--- src/rtl/swkey_pkg.sv ---
package swkey_pkg;
  typedef enum logic [1:0] {
    KS_LOCKED = 2'd0,
    KS_FIRST  = 2'd1,
    KS_OPEN   = 2'd2
  } key_state_e;

  localparam int NREG = 3;
  localparam int IDX_KEY = 0;
  localparam int IDX_SWR = 1;
  localparam int IDX_SET = 2;
endpackage

--- src/rtl/swkey_decode.sv ---
module swkey_decode #(
  parameter int AW = 4,
  parameter logic [AW-1:0] KEY_OFF = 4'h0,
  parameter logic [AW-1:0] SWR_OFF = 4'h4,
  parameter logic [AW-1:0] SET_OFF = 4'h8
) (
  input  logic          req_valid,
  input  logic          req_write,
  input  logic [AW-1:0] req_addr,
  output logic          key_wr,
  output logic          arm_wr,
  output logic          trig_rd
);
  import swkey_pkg::*;

  localparam logic [AW-1:0] OFFS [NREG] = '{KEY_OFF, SWR_OFF, SET_OFF};

  logic [NREG-1:0] hit;

  for (genvar g = 0; g < NREG; g++) begin : g_hit
    assign hit[g] = req_valid && (req_addr == OFFS[g]);
  end

  assign key_wr  = hit[IDX_KEY] && req_write;
  assign arm_wr  = (hit[IDX_SWR] || hit[IDX_SET]) && req_write;
  assign trig_rd = hit[IDX_SWR] && !req_write;
endmodule

--- src/rtl/swkey_keyfsm.sv ---
module swkey_keyfsm #(
  parameter int DW = 32,
  parameter logic [DW-1:0] KEY_A = 32'hAA996655,
  parameter logic [DW-1:0] KEY_B = 32'h556699AA
) (
  input  logic          clk,
  input  logic          rst_n,
  input  logic          key_wr,
  input  logic [DW-1:0] wdata,
  input  logic          relock,
  output logic          unlocked
);
  import swkey_pkg::*;

  key_state_e st_q, st_d;

  always_comb begin
    st_d = st_q;
    if (relock) begin
      st_d = KS_LOCKED;
    end else if (key_wr) begin
      if (wdata == KEY_A)                         st_d = KS_FIRST;
      else if (wdata == KEY_B && st_q == KS_FIRST) st_d = KS_OPEN;
      else                                         st_d = KS_LOCKED;
    end
  end

  always_ff @(posedge clk) begin
    if (!rst_n) st_q <= KS_LOCKED;
    else        st_q <= st_d;
  end

  assign unlocked = (st_q == KS_OPEN);
endmodule

--- src/rtl/swkey_arm.sv ---
module swkey_arm (
  input  logic clk,
  input  logic rst_n,
  input  logic arm_wr,
  input  logic arm_bit,
  input  logic unlocked,
  input  logic trig_rd,
  output logic armed,
  output logic fire_now,
  output logic fire_q
);
  assign fire_now = trig_rd && armed;

  always_ff @(posedge clk) begin
    if (!rst_n) begin
      armed  <= 1'b0;
      fire_q <= 1'b0;
    end else begin
      fire_q <= fire_now;
      if (fire_now)                            armed <= 1'b0;
      else if (arm_wr && arm_bit && unlocked)  armed <= 1'b1;
    end
  end
endmodule

--- src/rtl/swkey_resp.sv ---
module swkey_resp #(
  parameter int DW = 32
) (
  input  logic          clk,
  input  logic          rst_n,
  input  logic          req_valid,
  input  logic          trig_rd,
  input  logic          armed,
  output logic          rsp_valid,
  output logic [DW-1:0] rsp_rdata
);
  always_ff @(posedge clk) begin
    if (!rst_n) begin
      rsp_valid <= 1'b0;
      rsp_rdata <= '0;
    end else begin
      rsp_valid <= req_valid;
      rsp_rdata <= '0;
      if (trig_rd) rsp_rdata[0] <= armed;
    end
  end
endmodule

--- src/rtl/swkey_reset_trigger.sv ---
module swkey_reset_trigger #(
  parameter int AW = 4,
  parameter int DW = 32,
  parameter logic [AW-1:0] KEY_OFF = 4'h0,
  parameter logic [AW-1:0] SWR_OFF = 4'h4,
  parameter logic [AW-1:0] SET_OFF = 4'h8,
  parameter logic [DW-1:0] KEY_A = 32'hAA996655,
  parameter logic [DW-1:0] KEY_B = 32'h556699AA
) (
  input  logic          clk,
  input  logic          rst_n,
  input  logic          req_valid,
  output logic          req_ready,
  input  logic          req_write,
  input  logic [AW-1:0] req_addr,
  input  logic [DW-1:0] req_wdata,
  output logic          rsp_valid,
  output logic [DW-1:0] rsp_rdata,
  output logic          unlocked,
  output logic          swrst_req
);
  logic key_wr, arm_wr, trig_rd;
  logic armed, fire_now;

  assign req_ready = 1'b1;

  swkey_decode #(
    .AW(AW), .KEY_OFF(KEY_OFF), .SWR_OFF(SWR_OFF), .SET_OFF(SET_OFF)
  ) i_decode (
    .req_valid(req_valid), .req_write(req_write), .req_addr(req_addr),
    .key_wr(key_wr), .arm_wr(arm_wr), .trig_rd(trig_rd)
  );

  swkey_keyfsm #(.DW(DW), .KEY_A(KEY_A), .KEY_B(KEY_B)) i_keyfsm (
    .clk(clk), .rst_n(rst_n), .key_wr(key_wr), .wdata(req_wdata),
    .relock(fire_now), .unlocked(unlocked)
  );

  swkey_arm i_arm (
    .clk(clk), .rst_n(rst_n), .arm_wr(arm_wr), .arm_bit(req_wdata[0]),
    .unlocked(unlocked), .trig_rd(trig_rd), .armed(armed),
    .fire_now(fire_now), .fire_q(swrst_req)
  );

  swkey_resp #(.DW(DW)) i_resp (
    .clk(clk), .rst_n(rst_n), .req_valid(req_valid), .trig_rd(trig_rd),
    .armed(armed), .rsp_valid(rsp_valid), .rsp_rdata(rsp_rdata)
  );
endmodule

--- config.mk ---
export PLATFORM = sky130hd
export DESIGN_NAME = swkey_reset_trigger
export DESIGN_NICKNAME = d
export VERILOG_FILES = /design/src/rtl/swkey_pkg.sv /design/src/rtl/swkey_decode.sv /design/src/rtl/swkey_keyfsm.sv /design/src/rtl/swkey_arm.sv /design/src/rtl/swkey_resp.sv /design/src/rtl/swkey_reset_trigger.sv
export SDC_FILE = /design/constraint.sdc
export NUM_CORES = 1
export LEC_CHECK = 0
export BUFFER_PORTS_ARGS = -buffer_cell sky130_fd_sc_hd__buf_2
export CORE_UTILIZATION = 36
export DETAILED_ROUTE_END_ITERATION = 16
export GPL_TIMING_DRIVEN = 0
export PLACE_DENSITY = 0.84
export SKIP_LAST_GASP = 1
export SLEW_MARGIN = 20
export SYNTH_ARGS = -nofsm -noshare
export SYNTH_HDL_FRONTEND = slang
export SYNTH_SLANG_ARGS = --single-unit
--- constraint.sdc ---
create_clock -name clk -period 5.36 [get_ports clk]
set_input_delay 1.072 -clock clk [delete_from_list [all_inputs] [get_ports clk]]
set_output_delay 1.072 -clock clk [all_outputs]
set_load 0.01 [all_outputs]
---- Yosys cells after proc, flatten, opt, wreduce, memory -nomap -nowiden ----
Index checks and enable logic that the tools add are counted.
storage, ports and cells
  register bits ........................... 37
  input bits .............................. 40
  output and inout port bits .............. 36
  word-level logic and storage cells ...... 30
cells by class
  equal/unequal tests ..................... 6
  multiplexer cells ....................... 2
  bitwise logic cells ..................... 1
  reduce and logical (&&, ||, !) cells .... 15
operators by type and width
  kind                                             count
  == test 32 x 31 -> 1 bit, second input constant  1
  == test 32 bit, second input constant            1
  logical AND 1 bit                                10
  == test 4 x 3 -> 1 bit, second input constant    1
  == test 4 bit, second input constant             1
  logical NOT 4 bit                                1
  2-to-1 mux 2 bit                                 2
  == test 2 x 1 -> 1 bit, second input constant    1
  == test 2 bit, second input constant             1
  AND reduction 2 bit                              1
  OR reduction 2 bit                               1
  logical NOT 1 bit                                1
  logical OR 1 bit                                 1
  NOT 1 bit                                        1

---- Depth between registers and ports, before layout ----
Gate-level depths: netlist of the first run.
  depth after elaboration ................. 6
  gate-level depth with buffers ........... 4
  gate-level depth less buffers ........... 4

---- By module ----
A second synthesis of the first run with hierarchy kept.
second synthesis, totals
  cell total of the unflattened synthesis .. 82
  area, all modules ....................... 728.2 um^2
by module, submodules not included
  module               times used  cells each  area an instance (um^2)  seq. area each (um^2)
  swkey_keyfsm         1           31          296.5                    40.0
  swkey_resp           1           36          289.0                    40.0
  swkey_arm            1           7           77.6                     40.0
  swkey_decode         1           6           53.8                     0.0
  swkey_reset_trigger  1           2           11.3                     0.0

---- Least setup slack after synthesis of the first run ----
OpenSTA, ideal clock, no wires.
  kind .................................... input port to flip-flop
  start point ............................. input port req_addr[1]
  end point ............................... register i_keyfsm.st_q[1]
  setup time .............................. 0.070 ns
  arrival time ............................ 2.661 ns
  required time ........................... 5.290 ns
  path slack .............................. 2.630 ns
  stages .................................. 4
  path buffers ............................ 0
  cell sequence ........................... or4b_4 or3b_4 or4_1 a21oi_1
on the way
  cells in the longest elaborated chain, start to end .. 5
  elaborated cells between the ends (all ways) .. 8
  classes of those cells .................. eq/ne (1); reduce/logical (7)
RTL lines
  what                                 RTL line                   text
  start, declared                      swkey_reset_trigger.sv:15  input logic [AW-1:0] req_addr,
  == test 4 x 3 -> 1 bit               swkey_decode.sv:21         assign hit[g] = req_valid && (req_addr == OFFS[g]);
  logical AND 1 bit                    swkey_decode.sv:21
  logical AND 1 bit                    swkey_decode.sv:26         assign trig_rd = hit[IDX_SWR] && !req_write;
  logical AND 1 bit                    swkey_arm.sv:12            assign fire_now = trig_rd && armed;
  OR reduction 2 bit (no source line)  --
  end signal, assigned                 swkey_keyfsm.sv:30         else st_q <= st_d;
  end, declared                        swkey_keyfsm.sv:15         key_state_e st_q, st_d;
Parallel ways exist; a longest one is shown, timed or not.
A chain may end at the register's enable or synchronous reset.

---- Final worst setup path of the first run ----
Ends and elaborated chain as after synthesis.

==> results.toml, run 1 <==
[run_status]
status = "finished clean"

[cells_and_area]
final_layout_size_suffix_gt1_frac = 0.510
area_growth_pct = 55.7
final_cells = 182
nets = 199
nFillCells = 191
n_antenna_cell = 0
regArea_um2 = 120
multi_input_area_um2 = 434
layout_commonest_cell = "buf_2"
mostFrequentLayoutCells = "43 x buf_2, 32 x buf_4, 32 x conb_1, 14 x nor4bb_1, 6 x dfxtp_1"

[synthesis]
syn_inst = 81
synth_area_um2 = 686
synth_seq_cells = 6
synth-edff-count = 0
yosysSeqAreaShare = 0.175
synth_cell_types = 24
yosys_warnings = 0
synthArstFlopShare = 0
ys_dominant_reg_cell = "dfxtp_1"
synth_area_per_cell_um2 = 8.46

[clock_network]
insertion_delay_ps = 240
cts.sink_count = 6
numCtsBuffers = 3
cts-root-buf = "clkbuf_4"
ctsHoldBuffers = 0
clkTransAtPathRegs_ps = 50
ctsResizeCount = 0
post_cts_buffers = 0
clockBufferDepth = 2
cts_max_level = 1
cts_tree = "yes"

[worst_setup_path]
required_ps = 5540
worstPathArrival_ps = 2840
cpPeakStageDelay_ps = 550
cp-start-kind = "primary input"
path_class = "in2reg"
crit_path_end_kind = "register"
path_max_fanout = 4
r2r_slack_ps = 4050
ff2ff_path_depth = 4
worstPathCellList = "buf_2, or4b_4, or3b_4, or4_1, a21oi_1"
cp_slowest_cell = "or4b_4"

[power]
power_uw = 142
power_density_nw_per_um2 = 133
irDropWorstVdd_mv = 0.0585
power.leakage_nw = 0.606

[placed_design]
place_hpwl_um = 1500
dp_slack_ps = 2460
dpl.cell_count = 179
place_congestion = 0.673
port_buffers = 43

[floorplanning]
dieHeight_um = 45.6
dieArea_um2 = 2080
num_io_pins = 76
die_width_um = 45.6
fp.coreArea_um2 = 1760
start_util = 0.389
num_rows = 15

[route]
dr.pass1.iters = 3
drt-total-wl_um = 1630
postRouteAntennaNets = 0
drc = 0
drtIter0Drc = 6
vias = 756
wl_per_cell_um = 8.96
viasPerCell = 4.15

[grt]
grt_pass1_wl_um = 2150
grt_overflow = 0
track_usage = 0.138
first_global_vias = 590
antenna_found_initial = 0
grt_max_degree = 6

[timing]
clock.fmax_ghz = 0.376
fin_crit_ps = 2660
fin_worst_skew_ps = 1.52
slew_viol_final = 0
hold_viol_final = 0
layout_setup_ws_ps = 2700
fin_crit_sh = 0.497
setup_viol = 0
hold_slack_ps = 469
rsz0062_at_grt = "false"
final.setup.tns_ps = 0

[hold_path]
min_delay_path_depth = 2
hold_path.class = "reg2reg"

[run]
drv_cap = 0
==> per-stage QoR <==
stage / instance area [µm²] / util
CTS: 1070 / 0.605
global placement: 1040 / 0.592
detailed placement: 1040 / 0.592
global route: 1070 / 0.605
finish: 1070 / 0.605
floorplan: 798 / -
==> state kept, by name (all words and copies together), names as in the netlist <==
signal,cells
i_resp.rsp_valid,1
i_arm.armed,1
i_arm.fire_q,1
i_keyfsm.st_q,2
i_resp.rsp_rdata,1
==> synthesized netlist by cell type, drive strengths merged (2+ instances only) <==
library cell | n | area share
conb | 2 | 0.011
nand4 | 3 | 0.027
a21oi | 2 | 0.015
dfxtp | 6 | 0.18
nor4bb | 14 | 0.20
nor2 | 2 | 0.011
buf | 32 | 0.35
nand2 | 3 | 0.016
nor4 | 2 | 0.018
==> path summary, 6_finish.rpt <==
path,start,to
max,req_addr[1],i_keyfsm.st_q[1]$_SDFFE_PP0P_
min reg2reg,i_keyfsm.st_q[0]$_SDFFE_PP0P_,i_keyfsm.st_q[0]$_SDFFE_PP0P_
min,i_keyfsm.st_q[0]$_SDFFE_PP0P_,i_keyfsm.st_q[0]$_SDFFE_PP0P_
max reg2reg,i_keyfsm.st_q[1]$_SDFFE_PP0P_,i_keyfsm.st_q[1]$_SDFFE_PP0P_
==> logic make-up (layout without fill, tap and decap cells) <==
family          count (synthesis)  in the layout  share of synthesized area
simple gates                   35             35                      0.407
buf+inv                        33             79                      0.356
flops                           6              6                      0.175
compound gates                  4              4                     0.0383
other cells                     2             32                     0.0110
xor+xnor                        1              1                     0.0128
==> worst max-delay path: cells and delay by family <==
family	cells	cell delay (ps)
buffers and inverters	1	100
and+or+nand+nor	3	1510
AOI/OAI and AO/OA	1	150
==> per-layer routing <==
metal	global-route usage	vias up	part of all wire
met1	0.140	315	0.37
met5	0	-	0
met2	0.274	48	0.53
met4	0.0545	0	0.0086
met3	0.0198	2	0.090
li1	-	391	-
==> cell type report <==
cell class	count	area share
clock buffer	3	0.0211
buffer	32	0.225
sequential	6	0.113
inverter	1	0.00352
multi-input combinational	72	0.407
timing repair buffer	43	0.202
tap	25	0.0293
==> power by group <==
| group | total (mW) | internal (mW) | switching [mW] |
|---|---|---|---|
| clock network | 0.0419 | 0.0253 | 0.0166 |
| registers | 0.0452 | 0.0452 | 0.0000866 |
| logic | 0.0544 | 0.0310 | 0.0233 |
| total | 0.142 | 0.102 | 0.0400 |
Power figures use the tool's default switching activity.
==> inputs of run 2 (changes only) <==
CORE_UTILIZATION = 34   (was 36)
PLACE_DENSITY = 0.8   (was 0.84)
clock period = 2.6 ns   (was 5.36 ns; I/O delays follow)
==> results.toml, run 2 (synthesis gave the netlist of run 1 again) <==
[run_status]
status = "finished clean"

[grt]
first_global_vias = 567
track_usage = 0.143
grt_overflow = 0
antenna_found_initial = 0
grt_pass1_wl_um = 2330
grt_max_degree = 6

[route]
dr.pass1.iters = 4
drc = 0
drt-total-wl_um = 1610
postRouteAntennaNets = 0
wl_per_cell_um = 8.83
viasPerCell = 4.16
drtIter0Drc = 9
vias = 757

[timing]
rsz0062_at_grt = "false"
slew_viol_final = 0
final.setup.tns_ps = 0
setup_viol = 0
fin_worst_skew_ps = 4.93
fin_crit_sh = 0.815
hold_viol_final = 0
clock.fmax_ghz = 0.472
fin_crit_ps = 2120

[worst_setup_path]
required_ps = 2770
crit_path_end_kind = "register"
path_class = "in2reg"
path_max_fanout = 4
cp_slowest_cell = "or4b_4"
worstPathArrival_ps = 2290
cpPeakStageDelay_ps = 550
cp-start-kind = "primary input"
worstPathCellList = "buf_2, or4b_4, or3b_4, or4_1, a21oi_1"
crit_family = "simple AND/OR/NAND/NOR gates"
crit_buf_inv = 1

[cells_and_area]
mostFrequentLayoutCells = "43 x buf_2, 32 x buf_4, 32 x conb_1, 14 x nor4bb_1, 6 x dfxtp_1"
nFillCells = 184
multi_input_area_um2 = 434
top_register = "i_keyfsm.st_q"
n_antenna_cell = 0
area_growth_pct = 55.7
layout_commonest_cell = "buf_2"
nets = 199
largest_reg_flops = 2
regArea_um2 = 120
final_layout_size_suffix_gt1_frac = 0.510

[power]
irDropWorstVdd_mv = 0.141
power.leakage_nw = 0.606
power_uw = 291
power_density_nw_per_um2 = 273

[floorplanning]
num_io_pins = 76
start_util = 0.381
fp.coreArea_um2 = 1800
dieHeight_um = 46.9
num_rows = 15
die_width_um = 46.9
dieArea_um2 = 2200

[clock_network]
ctsHoldBuffers = 0
cts.sink_count = 6
post_cts_buffers = 0
cts-root-buf = "clkbuf_4"
cts_tree = "yes"
cts_max_level = 1
ctsResizeCount = 0
clockBufferDepth = 2
clkTransAtPathRegs_ps = 40
numCtsBuffers = 3
insertion_delay_ps = 240

[placed_design]
port_buffers = 43
place_hpwl_um = 1470
place_congestion = 0.823

[run]
drv_cap = 0

[hold_path]
hold_path.class = "reg2reg"
[run 2: power by group]
group	internal [mW]	total, mW	switching, mW	leakage (nW)
logic	0.0640	0.112	0.0480	0.544
clock network	0.0522	0.0857	0.0335	0.0138
registers	0.0930	0.0932	0.000157	0.0486
total	0.209	0.291	0.0816	0.606
[run 2: path summary, 6_finish.rpt]
path	startpoint	to	slack, ps	cells after the start
worst max-delay path	req_addr[1]	i_keyfsm.st_q[1]$_SDFFE_PP0P_	480	5
worst max register to register	i_keyfsm.st_q[1]$_SDFFE_PP0P_	i_keyfsm.st_q[1]$_SDFFE_PP0P_	1290	4
worst min register to register	i_keyfsm.st_q[1]$_SDFFE_PP0P_	i_keyfsm.st_q[1]$_SDFFE_PP0P_	470	2
worst min-delay path	i_keyfsm.st_q[1]$_SDFFE_PP0P_	i_keyfsm.st_q[1]$_SDFFE_PP0P_	470	2
[run 2: cell type report]
type                       instances  area share
multi-input combinational         72       0.407
tap                               25      0.0293
sequential                         6       0.113
buffer                            32       0.225
inverter                           1     0.00352
clock buffer                       3      0.0211
timing repair buffer              43       0.202
[run 2: metrics by stage]
stage               instance area (µm²)  hold slack (ps)  setup WS (ps)  instances  utilization
floorplan                           798              436            422        111            -
global placement                   1040              446            278        179        0.580
detailed placement                 1040              468            245        179        0.580
CTS                                1070              474            490        182        0.592
global route                       1070              498            458        182        0.592
finish                             1070              468            482        182        0.592
[run 2: metal layers]
layer | share of wire | track usage | wire length, µm
met1 | 0.40 | 0.189 | 635
met2 | 0.49 | 0.239 | 795
met3 | 0.11 | 0.0308 | 176
met4 | 0 | 0.0343 | 0
met5 | 0 | 0 | 0
[run 2: worst reg2reg max path: cells and delay by family (launching register included)]
kind             cells  cell delay (ps)
flip-flops           1              310
AND/OR/NAND/NOR      3              790
AO/OA/AOI/OAI        1              150
